File: src/rtl/hbe_pkg.sv
package hbe_pkg;
  localparam int MAXP = 4;
  localparam int PCW  = 3;

  typedef enum logic [1:0] {HC_TYPE, HC_REF, HC_MVX, HC_MVY} hdr_comp_e;

  function automatic logic [PCW-1:0] parts_of(input logic [2:0] sz);
    case (sz)
      3'd0: return 3'd1;
      3'd1: return 3'd2;
      3'd2: return 3'd2;
      3'd3: return 3'd1;
      3'd4: return 3'd2;
      3'd5: return 3'd2;
      3'd6: return 3'd4;
      default: return 3'd0;
    endcase
  endfunction

  function automatic logic size_legal(input logic [2:0] sz);
    return sz != 3'd7;
  endfunction

  // unsigned Exp-Golomb code length
  function automatic logic [6:0] ue_len(input logic [31:0] v);
    logic [32:0] x;
    logic [5:0]  msb;
    x   = {1'b0, v} + 33'd1;
    msb = '0;
    for (int i = 0; i < 33; i++)
      if (x[i]) msb = 6'(i);
    return 7'({msb, 1'b1});
  endfunction

  // signed value to Exp-Golomb code number
  function automatic logic [31:0] se_to_code(input logic signed [31:0] v);
    if (v > 0) return 32'(2 * v - 1);
    else       return 32'(-2 * v);
  endfunction
endpackage

File: src/rtl/hbe_seq.sv
module hbe_seq
  import hbe_pkg::*;
#(
  parameter int NP = MAXP,
  localparam int PIW = $clog2(NP)
) (
  input  logic           clk,
  input  logic           rst_n,
  input  logic           go,
  input  logic [PCW-1:0] nparts,
  output logic           active,
  output hdr_comp_e      comp,
  output logic [PIW-1:0] part,
  output logic           last_step
);
  logic part_end;

  assign part_end  = (PCW'(part) + PCW'(1)) == nparts;
  assign last_step = active && (comp == HC_MVY) && part_end;

  always_ff @(posedge clk) begin
    if (!rst_n) begin
      active <= 1'b0;
      comp   <= HC_TYPE;
      part   <= '0;
    end else if (go) begin
      active <= 1'b1;
      comp   <= HC_TYPE;
      part   <= '0;
    end else if (active) begin
      if (last_step) begin
        active <= 1'b0;
        comp   <= HC_TYPE;
        part   <= '0;
      end else begin
        case (comp)
          HC_TYPE: comp <= HC_REF;
          HC_REF:  comp <= HC_MVX;
          HC_MVX:  comp <= HC_MVY;
          default: begin
            comp <= HC_REF;
            part <= part + PIW'(1);
          end
        endcase
      end
    end
  end
endmodule

File: src/rtl/hbe_codemux.sv
module hbe_codemux
  import hbe_pkg::*;
#(
  parameter int MV_W   = 10,
  parameter int REF_W  = 4,
  parameter int CODE_W = 12,
  localparam int PIW = $clog2(MAXP),
  localparam int DW  = MV_W + 1
) (
  input  logic signed [MV_W-1:0]  mvx  [MAXP],
  input  logic signed [MV_W-1:0]  mvy  [MAXP],
  input  logic        [REF_W-1:0] refi [MAXP],
  input  logic signed [MV_W-1:0]  px0,
  input  logic signed [MV_W-1:0]  py0,
  input  logic        [2:0]       size_code,
  input  hdr_comp_e               comp,
  input  logic        [PIW-1:0]   part,
  output logic        [CODE_W-1:0] code
);
  logic signed [MV_W-1:0] prx [MAXP];
  logic signed [MV_W-1:0] pry [MAXP];
  logic signed [DW-1:0]   dx  [MAXP];
  logic signed [DW-1:0]   dy  [MAXP];

  for (genvar i = 0; i < MAXP; i++) begin : g_pred
    if (i == 0) begin : g_nb
      assign prx[i] = px0;
      assign pry[i] = py0;
    end else begin : g_chain
      assign prx[i] = mvx[i-1];
      assign pry[i] = mvy[i-1];
    end
    assign dx[i] = DW'(mvx[i]) - DW'(prx[i]);
    assign dy[i] = DW'(mvy[i]) - DW'(pry[i]);
  end

  always_comb begin
    case (comp)
      HC_TYPE: code = CODE_W'(size_code);
      HC_REF:  code = CODE_W'(refi[part]);
      HC_MVX:  code = CODE_W'(se_to_code(32'(dx[part])));
      default: code = CODE_W'(se_to_code(32'(dy[part])));
    endcase
  end
endmodule

File: src/rtl/hbe_len_lut.sv
module hbe_len_lut
  import hbe_pkg::*;
#(
  parameter int CODE_W = 12,
  parameter int LEN_W  = 5
) (
  input  logic [CODE_W-1:0] code,
  output logic [LEN_W-1:0]  len
);
  assign len = LEN_W'(ue_len(32'(code)));
endmodule

File: src/rtl/hbe_acc.sv
module hbe_acc #(
  parameter int LEN_W = 5,
  parameter int TOT_W = 10
) (
  input  logic             clk,
  input  logic             rst_n,
  input  logic             clear,
  input  logic             add_en,
  input  logic             last,
  input  logic [LEN_W-1:0] len,
  output logic [TOT_W-1:0] total,
  output logic             done
);
  logic [TOT_W-1:0] acc;
  logic [TOT_W-1:0] sum;

  assign sum = acc + TOT_W'(len);

  always_ff @(posedge clk) begin
    if (!rst_n) begin
      acc   <= '0;
      total <= '0;
      done  <= 1'b0;
    end else begin
      done <= 1'b0;
      if (clear) acc <= '0;
      else if (add_en) begin
        acc <= sum;
        if (last) begin
          total <= sum;
          done  <= 1'b1;
        end
      end
    end
  end
endmodule

File: src/rtl/hdr_bit_est.sv
module hdr_bit_est
  import hbe_pkg::*;
#(
  parameter int MV_W  = 10,
  parameter int REF_W = 4,
  parameter int TOT_W = 10,
  localparam int CODE_W = MV_W + 2,
  localparam int LEN_W  = $clog2(2 * CODE_W + 2),
  localparam int PIW    = $clog2(MAXP)
) (
  input  logic                   clk,
  input  logic                   rst_n,
  input  logic                   start,
  input  logic [2:0]             part_size,
  input  logic [MAXP*MV_W-1:0]   mv_x,
  input  logic [MAXP*MV_W-1:0]   mv_y,
  input  logic [MAXP*REF_W-1:0]  ref_idx,
  input  logic [MV_W-1:0]        pred_x,
  input  logic [MV_W-1:0]        pred_y,
  output logic                   busy,
  output logic                   done,
  output logic [TOT_W-1:0]       bit_total
);
  logic                    go;
  logic                    active;
  logic                    last_step;
  hdr_comp_e               comp;
  logic [PIW-1:0]          part;
  logic [CODE_W-1:0]       code_now;
  logic [LEN_W-1:0]        len_now;
  logic [2:0]              size_q;
  logic signed [MV_W-1:0]  mvx_q [MAXP];
  logic signed [MV_W-1:0]  mvy_q [MAXP];
  logic [REF_W-1:0]        ref_q [MAXP];
  logic signed [MV_W-1:0]  prx_q;
  logic signed [MV_W-1:0]  pry_q;

  assign go   = start && !active && size_legal(part_size);
  assign busy = active;

  always_ff @(posedge clk) begin
    if (!rst_n) begin
      size_q <= '0;
      prx_q  <= '0;
      pry_q  <= '0;
      for (int i = 0; i < MAXP; i++) begin
        mvx_q[i] <= '0;
        mvy_q[i] <= '0;
        ref_q[i] <= '0;
      end
    end else if (go) begin
      size_q <= part_size;
      prx_q  <= pred_x;
      pry_q  <= pred_y;
      for (int i = 0; i < MAXP; i++) begin
        mvx_q[i] <= mv_x[i*MV_W +: MV_W];
        mvy_q[i] <= mv_y[i*MV_W +: MV_W];
        ref_q[i] <= ref_idx[i*REF_W +: REF_W];
      end
    end
  end

  hbe_seq #(.NP(MAXP)) u_seq (
    .clk(clk), .rst_n(rst_n), .go(go), .nparts(parts_of(size_q)),
    .active(active), .comp(comp), .part(part), .last_step(last_step)
  );

  hbe_codemux #(.MV_W(MV_W), .REF_W(REF_W), .CODE_W(CODE_W)) u_mux (
    .mvx(mvx_q), .mvy(mvy_q), .refi(ref_q), .px0(prx_q), .py0(pry_q),
    .size_code(size_q), .comp(comp), .part(part), .code(code_now)
  );

  hbe_len_lut #(.CODE_W(CODE_W), .LEN_W(LEN_W)) u_len (
    .code(code_now), .len(len_now)
  );

  hbe_acc #(.LEN_W(LEN_W), .TOT_W(TOT_W)) u_acc (
    .clk(clk), .rst_n(rst_n), .clear(go), .add_en(active),
    .last(last_step), .len(len_now), .total(bit_total), .done(done)
  );
endmodule

File: config.mk
export PLATFORM = sky130hd
export DESIGN_NAME = hdr_bit_est
export DESIGN_NICKNAME = d
export VERILOG_FILES = /design/src/rtl/hbe_pkg.sv /design/src/rtl/hbe_seq.sv /design/src/rtl/hbe_codemux.sv /design/src/rtl/hbe_len_lut.sv /design/src/rtl/hbe_acc.sv /design/src/rtl/hdr_bit_est.sv
export SDC_FILE = /design/constraint.sdc
export NUM_CORES = 1
export LEC_CHECK = 0
export ABC_AREA = 1
export BUFFER_PORTS_ARGS = -buffer_cell sky130_fd_sc_hd__buf_4
export CORE_ASPECT_RATIO = 0.5
export CORE_UTILIZATION = 60
export DETAILED_ROUTE_END_ITERATION = 8
export PLACE_DENSITY = 0.82
export SETUP_SLACK_MARGIN = 0.3
export SYNTH_ARGS = -nofsm -noshare
export SYNTH_HDL_FRONTEND = slang
export SYNTH_SLANG_ARGS = --single-unit
export TNS_END_PERCENT = 10
File: constraint.sdc
create_clock -name clk -period 7.4 [get_ports clk]
set_input_delay 0.74 -clock clk [delete_from_list [all_inputs] [get_ports clk]]
set_output_delay 0.74 -clock clk [all_outputs]
set_load 0.005 [all_outputs]
; ---- Word-level counts from Yosys, hierarchy flattened
; Index checks and enable logic that the tools add are counted.
; Widths: inputs -> output; s select.
[word_totals]
inputBits = 122
out_inout_bits = 12
elab_cells = 123
ff_bits = 145
[classes]
bitwise = 4
n_lt_le_gt_ge = 3
reduce_logical = 14
n_eq_ne = 12
addsub = 16
muxes = 53
[ops]
columns = operator, count
row1 = $mux 4, 27
row2 = $sub 10x10->11, 8
row3 = $bmux 11 s2, 2
row4 = $mux 11, 4
row5 = $pmux 12 s3, 1
row6 = $mux 12, 2
row7 = $sub 12x2->12 const B, 2
row8 = $gt 11x1->1 const B, 2
row9 = $neg 11->11, 2
row10 = $add 12x1->13 const B, 1
row11 = $mux 3, 4
row12 = $add 10x5->10, 1
row13 = $mux 2, 5
row14 = $eq 3x3->1 const B, 3
row15 = $pmux 3 s3, 1
row16 = $bmux 4 s2, 1
row17 = $eq 3x2->1 const B, 2
row18 = $reduce_or 3->1, 2
row19 = $mux 1, 5
row20 = $eq 2x2->1 const B, 2
row21 = $logic_and 1x1->1, 4
row22 = $pmux 2 s2, 1
row23 = $reduce_or 2->1, 2
row24 = $reduce_or 4->1, 1
row25 = 15 further kinds, 17

; ---- Logic depth before layout (Yosys ltp)
; Gate-level depths: netlist (run 1).
[depth]
ltp_word = 41
ltp_mapped = 45
mapped_depth_nobuf = 45

; ---- By module
; Synthesis (run 1) repeated with hierarchy kept, for this count alone.
[hier_totals]
cells_unflattened = 2362
hier_area_um2 = 13456.7
[modules_own_cells]
columns = mod, seq_area_each_um2, area_each_um2, cells_per_inst, n_inst
row1 = hbe_codemux, 0.0, 6308.6, 1279, 1
row2 = hdr_bit_est, 2382.3, 5240.0, 784, 1
row3 = hbe_acc, 420.4, 1182.4, 175, 1
row4 = hbe_len_lut, 0.0, 414.1, 75, 1
row5 = hbe_seq, 100.1, 311.5, 49, 1

; ---- Worst setup path before layout (run 1)
; OpenSTA, ideal clock, no wires.
[synth_timing]
path_kind = reg-to-reg
startpoint = register mvx_q[10] in the netlist's numbering
endpoint = register u_acc.acc[9]
path_stages_with_launch = 41
synth_period_minus_slack_ps = 4921
path_buffers = 0
slack_ps = 2479
required_ps = 7285
arrival_ps = 4805
setup_time_ps = 115
path_cell_list = dfxtp_1 inv_1 ha_1 fa_1 o21ai_0 o22ai_2 ha_1 inv_1 nor2_1 nand3_1 nor2_1 nand2_2 nor2_4 nand2_4 nand2_4 nand2_1 nand3_1 nand2_1 (+5 left out) xor2_1 and2_1 nand2_1 nand3_1 nand2_1 nand2_1 ha_1 a21oi_1 nand2_1 a21oi_1 inv_1 a21oi_1 nor3_1 nand2_1 nor2_1 xor2_1 o21ai_0 inv_1
[synth_between]
elab_chain_len = 41
[synth_lines]
columns = element, line_no
row1 = start: declaration, hdr_bit_est.sv:32  ; logic signed [MV_W-1:0] mvx_q [MAXP];
row2 = start signal: indexed assignment, hdr_bit_est.sv:56  ; mvx_q[i] <= mv_x[i*MV_W +: MV_W];
row3 = $sub 10x10->11, hbe_codemux.sv:33  ; assign dx[i] = DW'(mvx[i]) - DW'(prx[i]);
row4 = $bmux 11 s2 *, hbe_codemux.sv:41  ; HC_MVX: code = CODE_W'(se_to_code(32'(dx[part])));
row5 = $mux 11 (implied by the code) * (2 in series), hbe_codemux.sv:41
row6 = $sub 12x2->12 (tied with other cells), hbe_pkg.sv:37  ; if (v > 0) return 32'(2 * v - 1);
row7 = $mux 12 *, hbe_pkg.sv:37
row8 = $pmux 12 s3 *, hbe_codemux.sv:38  ; case (comp)
row9 = $add 12x1->13 *, hbe_pkg.sv:28  ; x = {1'b0, v} + 33'd1;
row10 = $mux 1, hbe_pkg.sv:31  ; if (x[i]) msb = 6'(i);
row11 = $mux 2 (2 in series), hbe_pkg.sv:31
row12 = $mux 3 (4 in series), hbe_pkg.sv:31
row13 = $mux 4 (4 in series), hbe_pkg.sv:31
row14 = $mux 4 * (21 in series), hbe_pkg.sv:31
row15 = $add 10x5->10 *, hbe_acc.sv:17  ; assign sum = acc + TOT_W'(len);
row16 = end signal: assignment, hbe_acc.sv:28  ; acc <= sum;
row17 = end: declaration, hbe_acc.sv:14  ; logic [TOT_W-1:0] acc;
; Every way passes the cells marked *; elsewhere a longest branch is shown, timed or not. The select of a mux whose other input is x is not followed.
; A chain may end at the register's enable or synchronous reset.

; ---- Worst setup path in the final report (run 1)
[layout_timing]
startpoint = register mvy_q[20] in the netlist's numbering
endpoint = register u_acc.acc[9]
[layout_between]
elab_chain_len = 41
[layout_lines]
columns = element, line_no
row1 = start: declaration, hdr_bit_est.sv:33  ; logic signed [MV_W-1:0] mvy_q [MAXP];
row2 = start signal: indexed assignment, hdr_bit_est.sv:57  ; mvy_q[i] <= mv_y[i*MV_W +: MV_W];
row3 = $sub 10x10->11, hbe_codemux.sv:34  ; assign dy[i] = DW'(mvy[i]) - DW'(pry[i]);
row4 = $bmux 11 s2 *, hbe_codemux.sv:42  ; default: code = CODE_W'(se_to_code(32'(dy[part])));
row5 = $mux 11 (implied by the code) * (2 in series), hbe_codemux.sv:42
row6 = $sub 12x2->12 (tied with other cells), hbe_pkg.sv:37
row7 = $mux 12 *, hbe_pkg.sv:37
row8 = $pmux 12 s3 *, hbe_codemux.sv:38
row9 = $add 12x1->13 *, hbe_pkg.sv:28
row10 = $mux 1, hbe_pkg.sv:31
row11 = $mux 2 (2 in series), hbe_pkg.sv:31
row12 = $mux 3 (4 in series), hbe_pkg.sv:31
row13 = $mux 4 (4 in series), hbe_pkg.sv:31
row14 = $mux 4 * (21 in series), hbe_pkg.sv:31
row15 = $add 10x5->10 *, hbe_acc.sv:17
; Marked as above.

==> results of run 1 <==
worst paths after layout:
check                               start            to  cells after the start
worst max-delay path            mvy_q[20]  u_acc.acc[9]                     36
worst min-delay path             ref_q[7]      ref_q[7]                      2
worst max register to register  mvy_q[20]  u_acc.acc[9]                     36
worst min register to register   ref_q[7]      ref_q[7]                      2
power breakdown:
part           internal, uW  total, uW  switching [uW]  leakage [uW]
Clock                   459        882             423      0.000298
Combinational           420       1150             726       0.00536
Sequential              843        886            42.7       0.00120
Total                  1720       2910            1190       0.00685
state kept, by name, indices dropped and copies added (netlist names), 3 cells and up:
signal       count
mvx_q           40
size_q           3
ref_q           16
pry_q           10
mvy_q           40
prx_q           10
u_acc.acc       10
u_acc.total     10
synthesized netlist by cell type, drive strengths merged:
cell type	number
nor2	164
ha	94
buf	21
nor4b	1
o21a	5
nand4	26
and2	3
xor2	24
o21ai	160
o22ai	2
a41oi	1
inv	295
clkbuf	43
o211ai	4
or2	9
nand2	449
o21bai	3
and3	1
nand3b	19
clkinv	1
nor3	8
nand3	189
a32oi	2
fa	9
a211oi	1
a21oi	174
xnor2	4
dfxtp	145
kinds of logic (layout without fill, tap and decap cells):
kind of cell | Yosys count | after routing | synth area share (%)
AO/OA/AOI/OAI | 352 | 352 | 16.1
XOR/XNOR | 28 | 28 | 2.11
adder cells (fa/ha/maj) | 103 | 103 | 11.7
buffers and inverters | 360 | 465 | 12.1
flip-flops | 145 | 145 | 25.0
AND/OR/NAND/NOR | 869 | 869 | 33.0
through the flow:
step           util, %  hold slack (ns)  instances  power [uW]  instance area [sq um]
3_3_place_gp      68.0            0.437       2189        2000                  12700
6_report          71.3            0.453       2221        2910                  13300
4_1_cts           71.3            0.452       2221        2900                  13300
5_1_grt           71.3            0.483       2221        3130                  13300
3_5_place_dp      68.0            0.442       2189        2010                  12700
2_1_floorplan        -            0.424       1857        1760                  11600
metal layers:
| metal | part of all wire (%) | GRT usage, % | vias to the layer above |
|---|---|---|---|
| li1 | - | - | 6187 |
| met1 | 50 | 46.4 | 5325 |
| met3 | 7.0 | 5.41 | 54 |
| met4 | 2.0 | 9.70 | 0 |
| met2 | 41 | 49.3 | 385 |
| met5 | 0 | 0 | - |
area by class of cell:
cell class	count	share of cell area, %
timing repair buffer	137	7.83
clock buffer	17	3.20
inverter	296	8.35
multi-input combinational	1352	55.0
tap	259	2.44
clock inverter	15	1.38
sequential	145	21.8
worst register-to-register path: cells and delay by family (launching register included):
family / cells / cell delay (ns)
AOI/OAI and AO/OA: 7 / 1.31
xor gates and xnor gates: 2 / 0.32
adders and majority gates: 5 / 1.42
buffers and inverters: 4 / 0.23
DFF: 1 / 0.34
and+or+nand+nor: 18 / 1.71
==> results.md, run 1 <==
- Status: finished, final reports clean
- DR iter-0 viols: 779
- DIE WIDTH: 199 microns
- CP max-delay cell: fa_1
- Die Y-Extent: 100 microns
- Dpl ws: 1.97 ns
- Cts hold-fix bufs: 0
- Slew Viols, Final: 0
- Avg Synthesized Cell Area: 6.25 sq um
- Critical path buffers and inverters: 4
- Cells resized by post-CTS repair: 0
- Die area: 19900 sq um
- RSZ-0062 raised after global routing: false
- Final GP Congestion: 0.945
- Post-synth top area share: 25.0%
- Commonest non-fill, non-tap cell in the layout: nand2_1
- Max-slew headroom: 47.4%
- Crit end category: flip-flop
- Maximum clock insertion buffer count: 2
- Total GRT Usage: 32.3%
- R2r setup slk: 1.97 ns
- Fin crit share: 73.4%
- Largest net degree at the start of global routing: 139
- Synth area leader: dfxtp_1
- Final ANT Viol Nets: 0
- Crit Path Max Fanout: 16
- Most frequent cells in the layout: nand2_1 (433), inv_1 (279), nand3_1 (183), a21oi_1 (169), nor2_1 (154)
- Sequential cell area fraction in the yosys report: 25.0%
- Final setup margin: 1.97 ns
- Io pins: 134
- Worst-skew pair later-pin latency: 0.44 ns
- Register bit count reported by yosys: 145
- Nets: 2174
- CTS tree: built
- Max incr delay on CP: 0.49 ns
- Fraction of layout cells with a size suffix above 1: 12.1%
- Worst clock skew: 0.0130 ns
- Postcts setup bufs: 0
- Overall via count from detail_route: 11951
- FMAX: 184 MHz
- # rows: 35
- H-tree levels: 4
- Maximum VDD drop: 0.000168 V
- Final setup fails: 0
- Ys Warns: 0
- Starting Density: 62.2%
- Core area: 18700 sq um
- Initial antenna violation count: 0
- Critical path type: reg -> reg
- Vias in the first global route: 10800
- CTS sink count: 145
- Max-Cap Viols: 0
- Net Count, Synth: 2082
- Clock slew at reported path FFs: 0.07 ns
- Power Density: 219 nW/um^2
- # fillers: 1687
- FF+latch area: 2900 sq um
- Final hold vios: 0
- I/O Buffers: 133
- Final Critical Period: 5.43 ns
- Layout area overhead: 14.5%
- Netlist Area Pre-Place: 11600 sq um
- DP HPWL: 23.5 mm
- Most used cell, CP: nand2_1
- HP Class: reg -> reg
- Worst-margin pin slew: 0.788 ns
- Inserted Diodes: 0
- Synth top area cells: dfxtp_1 (25%), nand2_1 (14%), ha_1 (10%), inv_1 (9.0%), nand3_1 (7.9%)
- First-pass GRT wire length: 51.4 mm
- Footprint of the multi-input gates: 7310 sq um
- Total negative slack: 0 ns
- Family with the most delay on the worst path: simple AND/OR/NAND/NOR gates
- Distinct cell type count after synthesis: 47
- Post-Synthesis Cells: 1857
- Leakage: 0.00685 uW
- DRT Wirelength: 31.3 mm
- CP startpoint kind: flip-flop
- Residual DRC: 0
- Number of iterations in the first detailed-routing pass: 6
- GR Overflow Total: 0
- Total CTS buffers: 17
- Via-to-Cell Ratio: 5.38
- CP required: 7.74 ns
- Routed len/inst: 14.1 microns
- Clock Tree Root: clkbuf_16
- Critical Path AT: 5.77 ns
Power figures use the tool's default switching activity.
==> run 2, diff against run 1 <==
clock period = 5 ns   (was 7.4 ns; I/O delays follow)
==> run 2 against run 1 <==
Utilization grew 3.4 points. Largest cell class unchanged. Cell count increased by 2.2%. First-iteration DRC count is 32% higher. Sequential power up 48%. Via count is 2.4% higher. Critical path type unchanged. The run now ends with setup timing left. Routed wire length increased by 3.9%. Die area unchanged. Clock skew shrank 0.00074 ns. Clock power increased by 47%. Non-clock buffer count increased by 48. Setup slack lost 2.1 ns.
==> results.md, run 2 (synthesis gave the netlist of run 1 again) <==
- Status: finished with violations
- Failing checks: setup timing
- Worst clock skew: 0.0123 ns
- DIE WIDTH: 199 microns
- Residual DRC: 0
- Routed len/inst: 14.3 microns
- Maximum VDD drop: 0.000269 V
- Most frequent cells in the layout: nand2_1 (422), inv_1 (273), buf_4 (182), nand3_1 (176), a21oi_1 (165)
- CP required: 5.33 ns
- Cts hold-fix bufs: 0
- CTS sink count: 145
- Max-Cap Viols: 0
- CTS tree: built
- Critical path buffers and inverters: 5
- DP Cell Count: 2217
- Critical Path AT: 5.42 ns
- Critical path type: reg -> reg
- Largest net degree at the start of global routing: 129
- Total CTS buffers: 17
- Dpl cell area: 13000 sq um
- Fraction of layout cells with a size suffix above 1: 17.2%
- Final GP Congestion: 0.922
- Via-to-Cell Ratio: 5.39
- Clock Tree Root: clkbuf_16
- Layout Cells excl Fill: 2269
- Vias in the first global route: 10785
- Die Y-Extent: 100 microns
- Worst-skew pair later-pin latency: 0.44 ns
- FMAX: 196 MHz
- Core area: 18700 sq um
- HP Class: in -> reg
- Io pins: 134
- Layout area overhead: 20.0%
- Largest regs: mvx_q x40, mvy_q x40, ref_q x16
- Clock slew at reported path FFs: 0.07 ns
- Nets: 2222
- Slew Viols, Final: 0
- DR iter-0 viols: 1028
- Max incr delay on CP: 0.50 ns
- Leakage: 0.00709 uW
- Maximum clock insertion buffer count: 2
- Final setup fails: 4
- FF+latch area: 2910 sq um
- CP startpoint kind: flip-flop
- Final Critical Period: 5.09 ns
- Starting Density: 62.2%
- Total negative slack: -0.200 ns
- Max-slew headroom: 30.1%
- Initial antenna violation count: 0
- RSZ-0062 raised after global routing: true
- # fillers: 1581
- First-pass GRT wire length: 51.6 mm
- Final ANT Viol Nets: 0
- Die area: 19900 sq um
- CP max-delay cell: fa_1
- Final setup margin: -0.0932 ns
- Worst-margin pin slew: 1.05 ns
- Family with the most delay on the worst path: simple AND/OR/NAND/NOR gates
- H-tree levels: 4
- Commonest non-fill, non-tap cell in the layout: nand2_1
- DRT Wirelength: 32.5 mm
- Inserted Diodes: 0
- I/O Buffers: 133
- Crit end category: flip-flop
- Footprint of the multi-input gates: 7570 sq um
- Fin crit share: 102%
- Crit Path Max Fanout: 6
- Final hold vios: 0
- Overall via count from detail_route: 12234
- Number of iterations in the first detailed-routing pass: 6
- Fin area: 13900 sq um
- GR Overflow Total: 0
- Total GRT Usage: 32.6%
- Core Util, Final: 74.7%
- DP HPWL: 23.9 mm
- Power Density: 317 nW/um^2
- # rows: 35
==> run 2: cell types whose count changed in the layout (fill, tap and decap cells not counted), sizes merged <==
cell | previous run | this run
clkinvlp | 0 | 1
bufinv | 0 | 1
clkinv | 8 | 6
buf | 137 | 185
==> run 2: worst reg2reg max path: cells and delay by family (launching register included) <==
kind	cells	cell delay, ns
AOI/OAI and AO/OA	7	1.13
buffers and inverters	5	0.42
adders and majority gates	5	1.26
and+or+nand+nor	18	1.51
xor gates and xnor gates	2	0.36
DFF	1	0.33
==> run 2: path summary, 6_finish.rpt <==
| path | startpoint | end | slack, ns | depth (start not counted) |
|---|---|---|---|---|
| worst max-delay path | mvy_q[10] | u_acc.acc[9] | -0.09 | 37 |
| worst min-delay path | mv_y[33] | mvy_q[3] | 0.30 | 3 |
| worst max register to register | mvy_q[10] | u_acc.acc[9] | -0.09 | 37 |
| worst min register to register | ref_q[14] | ref_q[14] | 0.46 | 2 |
==> run 2: final cells by class <==
class | instances | area share (%)
Tap cell | 259 | 2.33
Timing Repair Buffer | 185 | 10.2
Multi-Input combinational cell | 1352 | 54.4
Inverter | 296 | 7.98
Clock inverter | 15 | 1.19
Clock buffer | 17 | 3.05
Sequential cell | 145 | 20.9
==> run 2: repair_timing <==
action / 4_1_cts / 5_1_grt
setup buffers: 14 / 6
pin swaps: 43 / 26
setup endpoints to repair: 17 / 18
gates resized for setup: 34 / 25
==> run 2: metrics by stage <==
step / hold WS [ns] / total power, uW / setup slack (ns)
after floorplan: 0.424 / 2620 / 0.274
after global placement: 0.435 / 3000 / 0.0266
after detailed placement: 0.446 / 3030 / -0.182
after CTS: 0.305 / 4360 / 0.0585
after global routing: 0.306 / 4720 / -0.502
final: 0.305 / 4420 / -0.0932
==> run 2: routing by layer <==
metal  track usage [%]  vias up  part of all wire, %
li1                  -     6280                    -
met3              5.11       54                  7.3
met2              50.1      451                   43
met5                 0        -                    0
met1              46.8     5449                   48
met4              9.70        0                  1.8
==> run 2: where the power goes <==
group / switching [uW] / internal, uW
combinational: 1120 / 690
sequential: 63.9 / 1250
clock: 589 / 709
total: 1770 / 2650
